$ cat config.mk
export PLATFORM = sky130hd
export DESIGN_NAME = tmr_count_seq
export DESIGN_NICKNAME = d
export VERILOG_FILES = /design/src/rtl/tmr_seq_pkg.sv /design/src/rtl/tmr_load_asm.sv /design/src/rtl/tmr_read_ser.sv /design/src/rtl/tmr_span_calc.sv /design/src/rtl/tmr_count_seq.sv
export SDC_FILE = /design/constraint.sdc
export NUM_CORES = 1
export LEC_CHECK = 0
export ABC_AREA = 1
export BUFFER_PORTS_ARGS = -buffer_cell sky130_fd_sc_hd__buf_2
export CAP_MARGIN = 10
export CORE_MARGIN = 8
export CORE_UTILIZATION = 45
export DETAILED_ROUTE_END_ITERATION = 6
export PLACE_DENSITY = 0.75
export SETUP_SLACK_MARGIN = 0.2
export SLEW_MARGIN = 10
export SYNTH_ARGS = -nofsm -noshare
export SYNTH_HDL_FRONTEND = slang
export SYNTH_HIERARCHICAL = 1
export SYNTH_SLANG_ARGS = --single-unit
$ cat constraint.sdc
create_clock -name clk -period 6.9 [get_ports clk]
set_input_delay 1.725 -clock clk [delete_from_list [all_inputs] [get_ports clk]]
set_output_delay 1.725 -clock clk [all_outputs]
set_load 0.01 [all_outputs]
$ cat src/rtl/tmr_seq_pkg.sv
package tmr_seq_pkg;
  typedef enum logic [1:0] {
    FMT_NONE = 2'b00,
    FMT_LO   = 2'b01,
    FMT_HI   = 2'b10,
    FMT_LH   = 2'b11
  } fmt_e;

  function automatic int pow10(input int n);
    int r;
    r = 1;
    for (int i = 0; i < n; i++) r = r * 10;
    return r;
  endfunction
endpackage

$ cat src/rtl/tmr_load_asm.sv
module tmr_load_asm
  import tmr_seq_pkg::*;
#(
  parameter int BYTE_W = 8,
  localparam int CNT_W = 2 * BYTE_W
) (
  input  logic              clk,
  input  logic              rst_n,
  input  logic              clr,
  input  fmt_e              fmt,
  input  logic              wr_stb,
  input  logic [BYTE_W-1:0] wr_data,
  output logic [CNT_W-1:0]  preset,
  output logic              load_go,
  output logic              loading
);
  logic              ptr_q, ptr_d;
  logic [BYTE_W-1:0] lo_q, lo_d;
  logic              lo_en;
  logic [CNT_W-1:0]  preset_q, preset_d;
  logic              preset_en;
  logic              go_q, go_d;

  always_comb begin
    ptr_d     = ptr_q;
    lo_d      = wr_data;
    lo_en     = 1'b0;
    preset_d  = preset_q;
    preset_en = 1'b0;
    go_d      = 1'b0;
    if (clr) begin
      ptr_d = 1'b0;
    end else if (wr_stb) begin
      unique case (fmt)
        FMT_LO: begin
          preset_d  = {{BYTE_W{1'b0}}, wr_data};
          preset_en = 1'b1;
          go_d      = 1'b1;
        end
        FMT_HI: begin
          preset_d  = {wr_data, {BYTE_W{1'b0}}};
          preset_en = 1'b1;
          go_d      = 1'b1;
        end
        FMT_LH: begin
          if (!ptr_q) begin
            lo_en = 1'b1;
            ptr_d = 1'b1;
          end else begin
            preset_d  = {wr_data, lo_q};
            preset_en = 1'b1;
            ptr_d     = 1'b0;
            go_d      = 1'b1;
          end
        end
        default: ;
      endcase
    end
  end

  always_ff @(posedge clk or negedge rst_n) begin
    if (!rst_n) begin
      ptr_q    <= 1'b0;
      lo_q     <= '0;
      preset_q <= '0;
      go_q     <= 1'b0;
    end else begin
      ptr_q <= ptr_d;
      go_q  <= go_d;
      if (lo_en)     lo_q     <= lo_d;
      if (preset_en) preset_q <= preset_d;
    end
  end

  assign preset  = preset_q;
  assign load_go = go_q;
  assign loading = ptr_q;
endmodule

$ cat src/rtl/tmr_read_ser.sv
module tmr_read_ser
  import tmr_seq_pkg::*;
#(
  parameter int BYTE_W = 8,
  localparam int CNT_W = 2 * BYTE_W
) (
  input  logic              clk,
  input  logic              rst_n,
  input  logic              clr,
  input  fmt_e              fmt,
  input  logic              rd_stb,
  input  logic              latch_stb,
  input  logic [CNT_W-1:0]  live,
  output logic [BYTE_W-1:0] rd_data
);
  logic             ptr_q, ptr_d;
  logic             held_q, held_d;
  logic [CNT_W-1:0] hold_q;
  logic             hold_en;
  logic [CNT_W-1:0] src;
  logic             seq_done;

  assign src = held_q ? hold_q : live;

  always_comb begin
    unique case (fmt)
      FMT_HI:  rd_data = src[CNT_W-1:BYTE_W];
      FMT_LH:  rd_data = ptr_q ? src[CNT_W-1:BYTE_W] : src[BYTE_W-1:0];
      default: rd_data = src[BYTE_W-1:0];
    endcase
  end

  always_comb begin
    ptr_d    = ptr_q;
    held_d   = held_q;
    hold_en  = 1'b0;
    seq_done = 1'b0;
    if (clr) begin
      ptr_d  = 1'b0;
      held_d = 1'b0;
    end else begin
      if (rd_stb) begin
        if (fmt == FMT_LH && !ptr_q) begin
          ptr_d = 1'b1;
        end else begin
          ptr_d    = 1'b0;
          seq_done = 1'b1;
        end
      end
      if (seq_done) held_d = 1'b0;
      if (latch_stb && !held_q) begin
        held_d  = 1'b1;
        hold_en = 1'b1;
      end
    end
  end

  always_ff @(posedge clk or negedge rst_n) begin
    if (!rst_n) begin
      ptr_q  <= 1'b0;
      held_q <= 1'b0;
      hold_q <= '0;
    end else begin
      ptr_q  <= ptr_d;
      held_q <= held_d;
      if (hold_en) hold_q <= live;
    end
  end
endmodule

$ cat src/rtl/tmr_span_calc.sv
module tmr_span_calc
  import tmr_seq_pkg::*;
#(
  parameter int CNT_W = 16,
  localparam int SPAN_W = CNT_W + 1,
  localparam int NDIG = CNT_W / 4
) (
  input  logic [CNT_W-1:0]  raw,
  input  logic              bcd,
  output logic [SPAN_W-1:0] span
);
  localparam logic [SPAN_W-1:0] BIN_FULL = SPAN_W'(1) << CNT_W;
  localparam logic [SPAN_W-1:0] BCD_FULL = SPAN_W'(pow10(NDIG));

  logic [SPAN_W-1:0] dec;

  always_comb begin
    dec = '0;
    for (int i = NDIG - 1; i >= 0; i--) begin
      dec = dec * SPAN_W'(10) + SPAN_W'(raw[4*i +: 4]);
    end
  end

  always_comb begin
    if (raw == '0) span = bcd ? BCD_FULL : BIN_FULL;
    else           span = bcd ? dec : SPAN_W'(raw);
  end
endmodule

$ cat src/rtl/tmr_count_seq.sv
module tmr_count_seq
  import tmr_seq_pkg::*;
#(
  parameter int BYTE_W = 8,
  localparam int CNT_W = 2 * BYTE_W,
  localparam int SPAN_W = CNT_W + 1
) (
  input  logic              clk,
  input  logic              rst_n,
  input  logic              mode_set,
  input  logic [1:0]        mode_fmt,
  input  logic              bcd_mode,
  input  logic              wr_stb,
  input  logic [BYTE_W-1:0] wr_data,
  input  logic              rd_stb,
  input  logic              latch_stb,
  input  logic [CNT_W-1:0]  count_val,
  output logic [CNT_W-1:0]  preset,
  output logic [SPAN_W-1:0] preset_span,
  output logic              load_go,
  output logic              loading,
  output logic [BYTE_W-1:0] rd_data
);
  fmt_e fmt_q, fmt_d;
  logic mode_ok;

  assign mode_ok = mode_set && (fmt_e'(mode_fmt) != FMT_NONE);

  always_comb begin
    fmt_d = fmt_q;
    if (mode_ok) fmt_d = fmt_e'(mode_fmt);
  end

  always_ff @(posedge clk or negedge rst_n) begin
    if (!rst_n) fmt_q <= FMT_LH;
    else        fmt_q <= fmt_d;
  end

  tmr_load_asm #(.BYTE_W(BYTE_W)) u_load (
    .clk     (clk),
    .rst_n   (rst_n),
    .clr     (mode_ok),
    .fmt     (fmt_q),
    .wr_stb  (wr_stb),
    .wr_data (wr_data),
    .preset  (preset),
    .load_go (load_go),
    .loading (loading)
  );

  tmr_read_ser #(.BYTE_W(BYTE_W)) u_read (
    .clk       (clk),
    .rst_n     (rst_n),
    .clr       (mode_ok),
    .fmt       (fmt_q),
    .rd_stb    (rd_stb),
    .latch_stb (latch_stb),
    .live      (count_val),
    .rd_data   (rd_data)
  );

  tmr_span_calc #(.CNT_W(CNT_W)) u_span (
    .raw  (preset),
    .bcd  (bcd_mode),
    .span (preset_span)
  );
endmodule

==> metrics.md <==
| Metric | Value |
|---|---|
| Horiz. Die Dim | between 100 and 150 µm |
| Commonest non-fill, non-tap cell in the layout | nand2_1 |
| Ys async rst share | 100% |
| Fill cells | between 800 and 900 |
| Routed Antenna Nets | 0 |
| Htree depth | 2 |
| Hold path depth | 2 |
| Largest net degree at the start of global routing | 47 |
| GR Util All Layers | roughly a fifth |
| EDFF count, synth | 0 |
| DR DRC count | 0 |
| #FFs+latches synth | 46 |
| # IOs | 76 |
| Area growth from synthesis to final layout | 45.3% |
| Worst Hold Slack | between 0.4 and 0.5 ns |
| Most frequent cells in the layout | 236 x nand2_1, 94 x inv_1, 72 x buf_2 |
| Global-route wire length before repair | 23200 µm |
| Ys flop type | dfrtp_1 |
| CP startpoint kind | flop |
| Kind of critical path | reg -> out |
| Worst-path fanout max | 5 |
| Relative slew slack | between 30% and 40% |
| Clk slew on worst S/H paths | roughly 0.080 ns |
| Total grt overflow | 0 |
| Final-report max-slew violation count | 0 |
| Worst min-delay path startpoint | u_load/lo_q[4]$_DFFE_PN0P_ |
| Syn Nets | roughly 850 |
| Die Y | around 120 µm |
| Worst Tran Pin Value | roughly 1.0 ns |
| Ys Warns | 6 |
| Reg2Reg Capture Point | u_load/lo_q[2]$_DFFE_PN0P_ |
| Worst reg2reg startpoint | fmt_q[0]$_DFFE_PN1P_ |
| RSZ-0062 raised after global routing | true |
| Post-synthesis cell type count | 44 |
| Fmax achieved | 138 MHz |
| Num CTS Buffers | 5 |
| Share of layout cells above drive strength 1 | between 30% and 40% |
| Endpoints failing hold | 0 |
| Clk_lat worst skew | 0.31 ns |
| Multi-input gate area | 0.00419 mm² |
| CTS tree | yes |
| Clock root buffer | clkbuf_8 |
| Initial drt markers | between 300 and 400 |
| Status | complete, but fails checks |
| PortBufs | 75 |
| Max Cap Viol | 0 |
| Critical path data required time | 5.18 ns |
| Top Family by Delay on Critical Path | adder cells |
| Fin nets | roughly 1000 |
| Clk buf depth | 2 |
| HPWL after DPL | 10100 µm |
| Placement Setup Slack | -0.180 ns |
| Most common cell on crit path | ha_4 |
| Hold WC Path Type | reg -> reg |
| Routed vias | about 5300 |
| Arrival @ worst endpoint | roughly 5.5 ns |
| Setup WS post-layout | -0.362 ns |
| Slowest cell on the critical path | fa_2 |
| Avg Cell Area, Syn | between 6 and 7 µm² |
| Initial core utilization | a little under half |
| Crit. End Element | output pin |
| Pre-antenna DRT Iters | 5 |
| Core area | between 0.01 and 0.015 mm² |
| Reg2reg setup slack | 4.63 ns |
| Reg2reg path depth | 3 |
| Vias in the first global route | approximately 5000 |
| Endpoint, Worst Hold | u_load/lo_q[4]$_DFFE_PN0P_ |
| Sink Count | 46 |
| Final setup violation count | 8 |
| Post-Syn Instances | about 760 |
| Slowest stage delay, CP | approximately 0.55 ns |
| GP Congestion | between 0.8 and 0.9 |
| Die area | roughly 0.015 mm² |
| Antenna Cells | 0 |
| Synth Cell Area | 0.00494 mm² |
| Wire per inst | around 15 µm |
| Final period utilization | 105% |
| Final Critical Period | between 7 and 8 ns |
| # rows | 38 |
| Failing checks | negative setup slack |
| Final Skew | approximately 0.0032 ns |
| Register area | approximately 0.0012 mm² |
| DR vias/cell | 5.09 |
| Total Routed Length | between 15000 and 20000 µm |
| TNS Setup | -2.13 ns |
| Register area share after synthesis | a little under a quarter |
| Buf+Inv Stages, Crit Path | 7 |
| Initial antenna violation count | 0 |
-- final cells by class --
class	instances	area share (%)
Timing Repair Buffer	155	14.7
Multi-Input combinational cell	579	58.3
Clock inverter	2	0.836
Clock buffer	6	1.15
Tap cell	140	2.44
Inverter	122	6.50
Sequential cell	46	16.1
-- per-stage QoR --
step / cells / instance area, µm² / utilization, %
5_1_grt: 1050 / 7180 / 66.5
3_3_place_gp: 1011 / 5830 / 54.0
6_report: 1050 / 7180 / 66.5
4_1_cts: 1035 / 6620 / 61.4
3_5_place_dp: 1011 / 5830 / 54.0
2_1_floorplan: 762 / 4990 / -
-- state kept, by name, indices dropped and copies added, names as in the netlist --
signal / cells
fmt_q: 2
u_read/hold_q: 16
u_load/loading: 1
u_read/ptr_q: 1
u_load/lo_q: 8
u_read/held_q: 1
u_load/load_go: 1
u_load/preset: 16
-- Yosys cell counts, drive strengths merged, types with 10 or more instances --
| cell type | n | area (µm²) |
|---|---|---|
| dfrtp | 44 | 1100 |
| ha | 51 | 638 |
| nand2 | 289 | 1100 |
| o21ai | 51 | 255 |
| a21oi | 20 | 108 |
| xnor2 | 10 | 95.1 |
| nor2 | 54 | 243 |
| nand3 | 41 | 228 |
| buf | 11 | 68.8 |
| xor2 | 13 | 114 |
| inv | 122 | 458 |
| nand4 | 17 | 113 |
-- logic make-up after synthesis --
group,Yosys count,synth area share [%]
simple gates,420,37.3
buf+inv,137,11.0
compound gates,79,8.81
fa+ha+maj,57,15.3
flops,46,23.3
xor+xnor,23,4.23
-- per-layer routing --
layer / track usage, % / vias up / share of wire (%)
li1: - / 2687 / -
met1: 24.0 / 2424 / 42
met5: 0 / - / 0
met2: 32.4 / 188 / 49
met4: 6.95 / 0 / 3.9
met3: 3.08 / 47 / 5.2
-- what timing repair did --
| item | in CTS | in global routing |
|---|---|---|
| endpoints found under the setup margin | 9 | 11 |
| buffers inserted | 16 | 15 |
| pin swaps | 74 | 54 |
| hold buffers | 0 | 0 |
| gates resized for setup | 105 | 102 |
-- worst max-delay path by stage --
| stage | startpoint | end | cells after the start |
|---|---|---|---|
| 2_1_floorplan | u_load/preset[14]$_DFFE_PN0P_ | preset_span[15] | 32 |
| 3_3_place_gp | u_load/preset[13]$_DFFE_PN0P_ | preset_span[15] | 34 |
| 3_5_place_dp | u_load/preset[12]$_DFFE_PN0P_ | preset_span[15] | 34 |
| 4_1_cts | u_load/preset[12]$_DFFE_PN0P_ | preset_span[15] | 33 |
| 5_1_grt | u_load/preset[15]$_DFFE_PN0P_ | preset_span[15] | 34 |
| 6_report | u_load/preset[15]$_DFFE_PN0P_ | preset_span[14] | 28 |
-- worst register-to-register path, cell delays in order, from the launching register on --
cell	delay [ns]
dfstp_2	0.60
ha_1	0.62
nand4_1	0.60
o21ai_0	0.35
Power is left out: the tool's default activity adds up to more than one toggle a clock period on the data nets, which glitch-free logic cannot reach.
